**src/rtl/pwm_bank_pkg.sv**
```systemverilog
// Package: shared constants and address/bit-layout helpers of the PWM timer bank.
// Assumes a fixed bank of five channels; only the last one lacks a compare stage.
package pwm_bank_pkg;

    localparam int NCH      = 5;
    localparam int NPIN     = NCH - 1;
    localparam int ADDR_W   = 8;
    localparam int DATA_W   = 32;
    localparam int GRP_W    = 4;
    localparam int PRE_W    = 16;
    localparam int DIV_W    = GRP_W * NCH;
    localparam int IRQ_W    = 2 * NCH;

    // bit positions inside one channel control group
    localparam int CB_RUN   = 0;
    localparam int CB_LOAD  = 1;
    localparam int CB_INV   = 2;
    localparam int CB_RLD   = 3;

    localparam logic [ADDR_W-1:0] A_PRESCALE = 8'h00;
    localparam logic [ADDR_W-1:0] A_DIVSEL   = 8'h04;
    localparam logic [ADDR_W-1:0] A_CTRL     = 8'h08;
    localparam logic [ADDR_W-1:0] A_OBS_LAST = 8'h40;
    localparam logic [ADDR_W-1:0] A_IRQ      = 8'h44;

    // lowest control bit of channel n (group 7:4 is skipped)
    function automatic int ctl_base(int n);
        return (n == 0) ? 0 : GRP_W * (n + 1);
    endfunction

    function automatic logic [ADDR_W-1:0] cntb_addr(int n);
        return ADDR_W'(8'h0C + 12 * n);
    endfunction

    function automatic logic [ADDR_W-1:0] cmpb_addr(int n);
        return ADDR_W'(8'h10 + 12 * n);
    endfunction

    function automatic logic [ADDR_W-1:0] obs_addr(int n);
        return (n < NCH - 1) ? ADDR_W'(8'h14 + 12 * n) : A_OBS_LAST;
    endfunction

    // writable control bits: all groups, minus the invert of the pinless channel
    function automatic logic [DATA_W-1:0] ctl_mask();
        logic [DATA_W-1:0] m;
        m = '0;
        for (int n = 0; n < NCH; n++) begin
            for (int b = 0; b < GRP_W; b++) begin
                if (!(n == NCH - 1 && b == CB_INV)) m[ctl_base(n) + b] = 1'b1;
            end
        end
        return m;
    endfunction

endpackage

```
**src/rtl/pwm_counter.sv**
```systemverilog
// Module: one down-counter with buffered reload.
// Manual load has priority over counting; at zero it reloads when auto-reload is
// set and holds otherwise. zero_evt marks the tick that takes the count 1 -> 0.
module pwm_counter
    import pwm_bank_pkg::*;
#(
    parameter int CNT_W = 16
) (
    input  logic             clk,
    input  logic             rst_n,
    input  logic             run,
    input  logic             load,
    input  logic             rld,
    input  logic             tick,
    input  logic [CNT_W-1:0] cntb,
    output logic [CNT_W-1:0] cnt,
    output logic             zero_evt
);

    logic [CNT_W-1:0] cnt_q;
    logic             step;

    assign step     = run && tick && !load;
    assign zero_evt = step && (cnt_q == CNT_W'(1));
    assign cnt      = cnt_q;

    // count register: manual load, decrement, reload at zero or hold
    always_ff @(posedge clk) begin
        if (!rst_n) begin
            cnt_q <= '0;
        end else if (load) begin
            cnt_q <= cntb;
        end else if (step) begin
            if (cnt_q != '0)   cnt_q <= cnt_q - 1'b1;
            else if (rld)      cnt_q <= cntb;
        end
    end


    load_copy_chk: assert property (@(posedge clk) disable iff (!rst_n)
        load |=> (cnt_q == $past(cntb)));

    step_down_chk: assert property (@(posedge clk) disable iff (!rst_n)
        (step && cnt_q != '0) |=> (cnt_q == $past(cnt_q) - 1'b1));

    wrap_reload_chk: assert property (@(posedge clk) disable iff (!rst_n)
        (step && rld && cnt_q == '0) |=> (cnt_q == $past(cntb)));

    stop_zero_chk: assert property (@(posedge clk) disable iff (!rst_n)
        (!load && !rld && cnt_q == '0) |=> (cnt_q == '0));

    idle_hold_chk: assert property (@(posedge clk) disable iff (!rst_n)
        (!load && !(run && tick)) |=> $stable(cnt_q));

endmodule

```
**src/rtl/pwm_chan.sv**
```systemverilog
// Module: PWM channel = counter plus compare register and output level.
// The compare register loads whenever the counter loads (manual or wrap reload).
module pwm_chan
    import pwm_bank_pkg::*;
#(
    parameter int CNT_W = 16
) (
    input  logic             clk,
    input  logic             rst_n,
    input  logic             run,
    input  logic             load,
    input  logic             rld,
    input  logic             inv,
    input  logic             tick,
    input  logic [CNT_W-1:0] cntb,
    input  logic [CNT_W-1:0] cmpb,
    output logic [CNT_W-1:0] cnt,
    output logic             zero_evt,
    output logic             level
);

    logic [CNT_W-1:0] cmp_q;
    logic             cmp_take;

    pwm_counter #(.CNT_W(CNT_W)) u_cnt (
        .clk      (clk),
        .rst_n    (rst_n),
        .run      (run),
        .load     (load),
        .rld      (rld),
        .tick     (tick),
        .cntb     (cntb),
        .cnt      (cnt),
        .zero_evt (zero_evt)
    );

    assign cmp_take = load || (run && tick && rld && cnt == '0);

    // compare register: follows the buffer at every counter load
    always_ff @(posedge clk) begin
        if (!rst_n)        cmp_q <= '0;
        else if (cmp_take) cmp_q <= cmpb;
    end

    assign level = (cnt <= cmp_q) ^ inv;


    cmp_load_chk: assert property (@(posedge clk) disable iff (!rst_n)
        load |=> (cmp_q == $past(cmpb)));

    cmp_keep_chk: assert property (@(posedge clk) disable iff (!rst_n)
        (!load && !(run && tick)) |=> $stable(cmp_q));

endmodule

```
**src/rtl/pwm_irq.sv**
```systemverilog
// Module: interrupt enables and sticky status flags.
// Status bits are write-one-to-clear; a zero event in the same cycle wins.
module pwm_irq
    import pwm_bank_pkg::*;
(
    input  logic             clk,
    input  logic             rst_n,
    input  logic             wr,
    input  logic [IRQ_W-1:0] wdata,
    input  logic [NCH-1:0]   zero_evt,
    output logic [IRQ_W-1:0] view,
    output logic [NCH-1:0]   irq
);

    logic [NCH-1:0] en_q;
    logic [NCH-1:0] st_q;
    logic [NCH-1:0] clr;

    assign clr = wr ? wdata[IRQ_W-1:NCH] : '0;

    // enable mask: plain write
    always_ff @(posedge clk) begin
        if (!rst_n)  en_q <= '0;
        else if (wr) en_q <= wdata[NCH-1:0];
    end

    // status flags: set by zero events, cleared by written ones
    always_ff @(posedge clk) begin
        if (!rst_n) st_q <= '0;
        else        st_q <= (st_q & ~clr) | zero_evt;
    end

    assign view = {st_q, en_q};
    assign irq  = st_q & en_q;


    flag_source_chk: assert property (@(posedge clk) disable iff (!rst_n)
        (zero_evt == '0) |=> ((st_q & ~$past(st_q)) == '0));

    w1c_clear_chk: assert property (@(posedge clk) disable iff (!rst_n)
        (wr && zero_evt == '0) |=> ((st_q & $past(wdata[IRQ_W-1:NCH])) == '0));

    flag_sticky_chk: assert property (@(posedge clk) disable iff (!rst_n)
        !wr |=> ((st_q & $past(st_q)) == $past(st_q)));

endmodule

```
**src/rtl/pwm_regs.sv**
```systemverilog
// Module: register file of the bank (config words, control, buffers, read mux).
// Assumes single-cycle write strobes; read data is registered one cycle after bus_rd.
module pwm_regs
    import pwm_bank_pkg::*;
#(
    parameter int CNT_W = 16
) (
    input  logic                       clk,
    input  logic                       rst_n,
    input  logic [ADDR_W-1:0]          bus_addr,
    input  logic                       bus_wr,
    input  logic [DATA_W-1:0]          bus_wdata,
    input  logic                       bus_rd,
    output logic [DATA_W-1:0]          bus_rdata,
    input  logic [NCH-1:0][CNT_W-1:0]  cnt_obs,
    input  logic [IRQ_W-1:0]           irq_view,
    output logic                       irq_wr,
    output logic [NCH-1:0]             run_v,
    output logic [NCH-1:0]             load_v,
    output logic [NCH-1:0]             rld_v,
    output logic [NPIN-1:0]            inv_v,
    output logic [NCH-1:0][CNT_W-1:0]  cntb_v,
    output logic [NPIN-1:0][CNT_W-1:0] cmpb_v
);

    localparam logic [DATA_W-1:0] CTL_MASK = ctl_mask();

    logic [PRE_W-1:0]            pre_q;
    logic [DIV_W-1:0]            div_q;
    logic [DATA_W-1:0]           ctl_q;
    logic [NCH-1:0][CNT_W-1:0]   cntb_q;
    logic [NPIN-1:0][CNT_W-1:0]  cmpb_q;
    logic [DATA_W-1:0]           rd_mux;

    assign irq_wr = bus_wr && (bus_addr == A_IRQ);

    // configuration and control words
    always_ff @(posedge clk) begin
        if (!rst_n) begin
            pre_q <= '0;
            div_q <= '0;
            ctl_q <= '0;
        end else if (bus_wr) begin
            if (bus_addr == A_PRESCALE) pre_q <= bus_wdata[PRE_W-1:0];
            if (bus_addr == A_DIVSEL)   div_q <= bus_wdata[DIV_W-1:0];
            if (bus_addr == A_CTRL)     ctl_q <= bus_wdata & CTL_MASK;
        end
    end

    // count and compare buffers
    always_ff @(posedge clk) begin
        if (!rst_n) begin
            cntb_q <= '0;
            cmpb_q <= '0;
        end else if (bus_wr) begin
            for (int n = 0; n < NCH; n++)
                if (bus_addr == cntb_addr(n)) cntb_q[n] <= bus_wdata[CNT_W-1:0];
            for (int n = 0; n < NPIN; n++)
                if (bus_addr == cmpb_addr(n)) cmpb_q[n] <= bus_wdata[CNT_W-1:0];
        end
    end

    // per-channel control bits from the unevenly packed control word
    for (genvar n = 0; n < NCH; n++) begin : g_ctl
        localparam int B = ctl_base(n);
        assign run_v[n]  = ctl_q[B + CB_RUN];
        assign load_v[n] = ctl_q[B + CB_LOAD];
        assign rld_v[n]  = ctl_q[B + CB_RLD];
    end
    for (genvar n = 0; n < NPIN; n++) begin : g_inv
        assign inv_v[n] = ctl_q[ctl_base(n) + CB_INV];
    end

    assign cntb_v = cntb_q;
    assign cmpb_v = cmpb_q;

    // read multiplexer
    always_comb begin
        rd_mux = '0;
        if (bus_addr == A_PRESCALE) rd_mux = DATA_W'(pre_q);
        if (bus_addr == A_DIVSEL)   rd_mux = DATA_W'(div_q);
        if (bus_addr == A_CTRL)     rd_mux = ctl_q;
        if (bus_addr == A_IRQ)      rd_mux = DATA_W'(irq_view);
        for (int n = 0; n < NCH; n++) begin
            if (bus_addr == cntb_addr(n)) rd_mux = DATA_W'(cntb_q[n]);
            if (bus_addr == obs_addr(n))  rd_mux = DATA_W'(cnt_obs[n]);
        end
        for (int n = 0; n < NPIN; n++)
            if (bus_addr == cmpb_addr(n)) rd_mux = DATA_W'(cmpb_q[n]);
    end

    // registered read port
    always_ff @(posedge clk) begin
        if (!rst_n)      bus_rdata <= '0;
        else if (bus_rd) bus_rdata <= rd_mux;
    end


    ctl_gap_chk: assert property (@(posedge clk) disable iff (!rst_n)
        (ctl_q & ~CTL_MASK) == '0);

endmodule

```
**src/rtl/pwm_timer_bank.sv**
```systemverilog
// Module: top of the five-channel PWM timer bank.
// Channels 0..NPIN-1 have compare and output; the last channel is a bare counter.
module pwm_timer_bank
    import pwm_bank_pkg::*;
#(
    parameter int CNT_W = 16
) (
    input  logic              clk,
    input  logic              rst_n,
    input  logic [ADDR_W-1:0] bus_addr,
    input  logic              bus_wr,
    input  logic [DATA_W-1:0] bus_wdata,
    input  logic              bus_rd,
    output logic [DATA_W-1:0] bus_rdata,
    input  logic [NCH-1:0]    tick_en,
    output logic [NPIN-1:0]   pwm_out,
    output logic [NCH-1:0]    irq
);

    logic [NCH-1:0][CNT_W-1:0]  cnt_v;
    logic [NCH-1:0][CNT_W-1:0]  cntb_v;
    logic [NPIN-1:0][CNT_W-1:0] cmpb_v;
    logic [NCH-1:0]             run_v, load_v, rld_v, zev;
    logic [NPIN-1:0]            inv_v;
    logic [IRQ_W-1:0]           irq_view;
    logic                       irq_wr;

    pwm_regs #(.CNT_W(CNT_W)) u_regs (
        .clk       (clk),
        .rst_n     (rst_n),
        .bus_addr  (bus_addr),
        .bus_wr    (bus_wr),
        .bus_wdata (bus_wdata),
        .bus_rd    (bus_rd),
        .bus_rdata (bus_rdata),
        .cnt_obs   (cnt_v),
        .irq_view  (irq_view),
        .irq_wr    (irq_wr),
        .run_v     (run_v),
        .load_v    (load_v),
        .rld_v     (rld_v),
        .inv_v     (inv_v),
        .cntb_v    (cntb_v),
        .cmpb_v    (cmpb_v)
    );

    for (genvar n = 0; n < NPIN; n++) begin : g_pin
        pwm_chan #(.CNT_W(CNT_W)) u_chan (
            .clk      (clk),
            .rst_n    (rst_n),
            .run      (run_v[n]),
            .load     (load_v[n]),
            .rld      (rld_v[n]),
            .inv      (inv_v[n]),
            .tick     (tick_en[n]),
            .cntb     (cntb_v[n]),
            .cmpb     (cmpb_v[n]),
            .cnt      (cnt_v[n]),
            .zero_evt (zev[n]),
            .level    (pwm_out[n])
        );
    end

    pwm_counter #(.CNT_W(CNT_W)) u_last (
        .clk      (clk),
        .rst_n    (rst_n),
        .run      (run_v[NCH-1]),
        .load     (load_v[NCH-1]),
        .rld      (rld_v[NCH-1]),
        .tick     (tick_en[NCH-1]),
        .cntb     (cntb_v[NCH-1]),
        .cnt      (cnt_v[NCH-1]),
        .zero_evt (zev[NCH-1])
    );

    pwm_irq u_irq (
        .clk      (clk),
        .rst_n    (rst_n),
        .wr       (irq_wr),
        .wdata    (bus_wdata[IRQ_W-1:0]),
        .zero_evt (zev),
        .view     (irq_view),
        .irq      (irq)
    );

endmodule

```
**config.mk**
```make
export PLATFORM = sky130hd
export DESIGN_NAME = pwm_timer_bank
export DESIGN_NICKNAME = d
export VERILOG_FILES = /design/src/rtl/pwm_bank_pkg.sv /design/src/rtl/pwm_counter.sv /design/src/rtl/pwm_chan.sv /design/src/rtl/pwm_irq.sv /design/src/rtl/pwm_regs.sv /design/src/rtl/pwm_timer_bank.sv
export SDC_FILE = /design/constraint.sdc
export NUM_CORES = 1
export LEC_CHECK = 0
export ABC_AREA = 1
export BUFFER_PORTS_ARGS = -buffer_cell sky130_fd_sc_hd__buf_2
export CAP_MARGIN = 40
export CELL_PAD_IN_SITES_DETAIL_PLACEMENT = 1
export CELL_PAD_IN_SITES_GLOBAL_PLACEMENT = 2
export CORE_AREA = 5 5 307 219
export DETAILED_ROUTE_END_ITERATION = 7
export DIE_AREA = 0 0 312 224
export PLACE_DENSITY_LB_ADDON = 0.08
export SKIP_LAST_GASP = 1
export SLEW_MARGIN = 20
export SYNTH_ARGS = -nofsm -noshare
export SYNTH_HDL_FRONTEND = slang
export SYNTH_SLANG_ARGS = --single-unit
```
**constraint.sdc**
```tcl
create_clock -name clk -period 2.9 [get_ports clk]
set_clock_uncertainty 0.2 [all_clocks]
set_input_delay 0.87 -clock clk [delete_from_list [all_inputs] [get_ports clk]]
set_output_delay 0.87 -clock clk [all_outputs]
set_load 0.01 [all_outputs]
```
==> flow_metrics.py <==
metrics = {
    "placed_design": {
        "gp_congestion": 0.9044,
        "numPortBuffers": 71,
        "dpl_worst_slack_ns": -0.8004,
        "post-dp-hpwl_mm": 70.23,
    },
    "cts": {
        "hold_buffers": 0,
        "cts-root-buf": "clkbuf_16",
        "clkTransAtPathRegs_ns": 0.06,
        "clock_latency_ns": 0.57,
        "cts_tree": "built",
        "clock_sinks": 376,
        "cts_made_buffers": 44,
        "cts_max_level": 2,
        "cts_buffer_depth": 3,
    },
    "setup_path": {
        "r2r_start": "g_pin[2].u_chan.u_cnt.cnt[1]",
        "critPathTopFamily": "compound AO/OA/AOI/OAI gates",
        "cp_slowest_cell": "dfxtp_2",
        "crit_chain": "inv_2, ha_4, a21oi_2, nor2_1, a211oi_2, o221ai_1, nand2_1, o2111ai_2, nand2_1, xor2_1, buf_4, buf_6",
        "r2r_cells": 12,
        "cp.arrival_ns": 2.45,
        "r2r_slack_ns": -0.07,
        "path_buf_inv": 3,
        "cpPeakStageDelay_ns": 0.34,
        "crit_path_end_kind": "output pin",
        "crit_fanout": 2,
        "cp-start-kind": "flop",
        "cp.required_ns": 1.83,
        "cpMostUsedCell": "nand2_1",
        "critical_path_class": "flop to output pin",
        "rr_endpoint": "g_pin[2].u_chan.u_cnt.cnt[7]",
    },
    "finish": {
        "fin_nets": 3132,
        "area_growth_pct": 22.08,
        "final_common_cell": "nand2_1",
        "final_cell_mix": "471 x nand2_1, 375 x a21oi_1, 361 x dfxtp_1",
        "drive_gt1_frac": 0.1719,
        "post-route-util": 0.3726,
    },
    "timing": {
        "drv_slew": 0,
        "slew_headroom": 0.5023,
        "fmax_mhz": 284.1,
        "worstMarginPinSlew_ns": 0.7458,
        "setup_viol": 7,
        "final.min_clock_period_ns": 3.520,
        "fin_tns_setup_ns": -2.135,
        "post-route-worst-setup-slack_ns": -0.6204,
        "hold_viol_final": 0,
        "whs_ns": 0.2653,
        "fin_crit_sh": 1.214,
        "rsz0062_at_grt": "true",
    },
    "logic_synthesis": {
        "syn_inst": 2821,
        "synth_cell_types": 52,
        "synth_area_sq_um": 19540,
        "synth-seq-cells": 376,
        "seq_area_frac_synth": 0.3853,
        "yosysWarnings": 0,
        "syn_avg_cell_area_sq_um": 6.926,
    },
    "floorplanning": {
        "die_y_um": 224,
        "rows": 78,
        "io_pins": 90,
        "start_util": 0.3052,
        "die-area_sq_um": 69890,
        "dieWidth_um": 312,
        "core_sq_um": 64020,
    },
    "worst_hold_path": {
        "whs_endpoint": "u_regs.bus_rdata[23]",
        "hp-class": "flop to flop",
        "holdPathStages": 2,
        "hp-start": "u_regs.bus_rdata[23]",
    },
    "route": {
        "drtPass1Iterations": 5,
        "drtIter0Drc": 1754,
        "wl_per_cell_um": 24.11,
        "vias_per_cell": 5.260,
        "via_count": 20390,
        "totalWireLength_mm": 93.48,
        "ant_nets": 0,
        "drc": 0,
    },
    "grt": {
        "antenna_found_initial": 6,
        "globalRouteOverflowTotal": 0,
        "track_usage": 0.2584,
        "grt_pass1_vias": 19990,
        "grt_max_degree": 121,
        "grt_pass1_wl_mm": 135.9,
    },
    "status": {
        "violations": "setup timing",
        "run_status": "complete, but fails checks",
    },
    "power": {
        "power-per-cell-area_nw_per_um2": 480.7,
        "design_power_total_w": 0.01146,
        "leakagePower_nw": 9.683,
        "ir_worst_vdd_mv": 0.3005,
    },
    "job": {
        "cap_violations": 0,
    },
}
registers in the layout (all words and copies together) (netlist names):
name	count
u_irq.en_q	5
u_regs.cmpb_v	64
u_regs.cntb_v	80
u_regs.pre_q	16
g_pin.u_chan.cmp_q	64
u_last.cnt	16
u_regs.ctl_q	19
u_regs.bus_rdata	23
g_pin.u_chan.u_cnt.cnt	64
u_regs.div_q	20
u_irq.st_q	5
cell usage after synthesis, drive strengths merged:
cell / instances / area share
xor2: 20 / 0.0090
nand4: 56 / 0.018
dlygate4sd1: 1 / 0.00045
conb: 1 / 0.00019
a21o: 1 / 0.00038
o2111ai: 4 / 0.0018
o211ai: 16 / 0.0061
nand3b: 4 / 0.0015
a22o: 1 / 0.00045
clkinv: 3 / 0.00064
or2: 4 / 0.0013
a211oi: 8 / 0.0031
a311oi: 1 / 0.00045
a31oi: 15 / 0.0048
nand3: 136 / 0.035
nor4: 6 / 0.0029
a221oi: 3 / 0.0013
nor3: 30 / 0.0090
inv: 307 / 0.059
mux2i: 1 / 0.00051
buf: 57 / 0.019
o221ai: 7 / 0.0031
o22ai: 2 / 0.00064
a21oi: 383 / 0.098
clkbuf: 113 / 0.027
dfxtp: 376 / 0.39
o32ai: 1 / 0.00045
nand2: 490 / 0.095
nor2: 311 / 0.065
o21bai: 1 / 0.00038
ha: 75 / 0.048
o21ai: 371 / 0.095
xnor2: 8 / 0.0036
o21a: 2 / 0.00077
o31ai: 6 / 0.0023
how the worst max path moves through the flow:
stage / startpoint / endpoint / depth (start not counted)
2_1_floorplan: g_pin[3].u_chan.u_cnt.cnt[1] / pwm_out[3] / 10
5_1_grt: g_pin[3].u_chan.cmp_q[1] / pwm_out[3] / 12
3_3_place_gp: bus_addr[2] / u_regs.bus_rdata[2] / 17
3_5_place_dp: bus_addr[2] / u_regs.bus_rdata[2] / 17
6_report: g_pin[3].u_chan.cmp_q[1] / pwm_out[3] / 12
4_1_cts: g_pin[3].u_chan.cmp_q[2] / pwm_out[3] / 12
layout make-up:
| type | instances | area [sq um] |
|---|---|---|
| multi-input cells | 1972 | 10340 |
| repair inverters | 1 | 5.005 |
| fillers | 7960 | 40170 |
| diodes | 1 | 2.502 |
| well taps | 840 | 1051 |
| repair buffers | 303 | 2303 |
| clock buffers | 60 | 1242 |
| clock inverters | 14 | 177.7 |
| flip-flops and latches | 376 | 7546 |
| inverters | 310 | 1181 |
power by group:
group          leakage, nW  internal [W]  switching [W]  total [W]
Combinational         5.94      0.000127       0.000411   0.000538
Sequential            3.04       0.00518     0.00000903    0.00519
Clock                0.704       0.00334        0.00240    0.00574
worst min-delay path: stages, from the launching register on:
cell and delay, ns:
dfxtp_1 0.31, nand2_1 0.06, a21oi_1 0.05
through the flow:
stage	instances	instance area, sq um
after detailed placement	3783	21860
after global routing	3876	23850
after CTS	3864	23560
final	3877	23850
after floorplan	2829	19570
after global placement	3783	21860
kinds of logic after synthesis:
group                    share of synthesized area
AND/OR/NAND/NOR                             0.2274
AO/OA/AOI/OAI                               0.2199
buffers and inverters                       0.1062
flip-flops                                  0.3853
adder cells (fa/ha/maj)                    0.04803
XOR/XNOR                                   0.01255
other                                    0.0001919
multiplexers                             0.0005123
routing by layer:
metal | global-route usage | vias up | share of wire
li1 | - | 9733 | -
met1 | 0.4011 | 9989 | 0.51
met2 | 0.3687 | 564 | 0.40
met3 | 0.04633 | 106 | 0.068
met4 | 0.05891 | 2 | 0.022
met5 | 0 | - | 0.00014
repair_timing:
action	in CTS	in global routing
gates cloned	0	1
pin swaps	24	34
hold endpoints to repair	0	0
buffers inserted	8	11
gates resized for setup	54	55
setup endpoints to repair	7	18
Note: power is estimated with default switching activity, not from simulation.
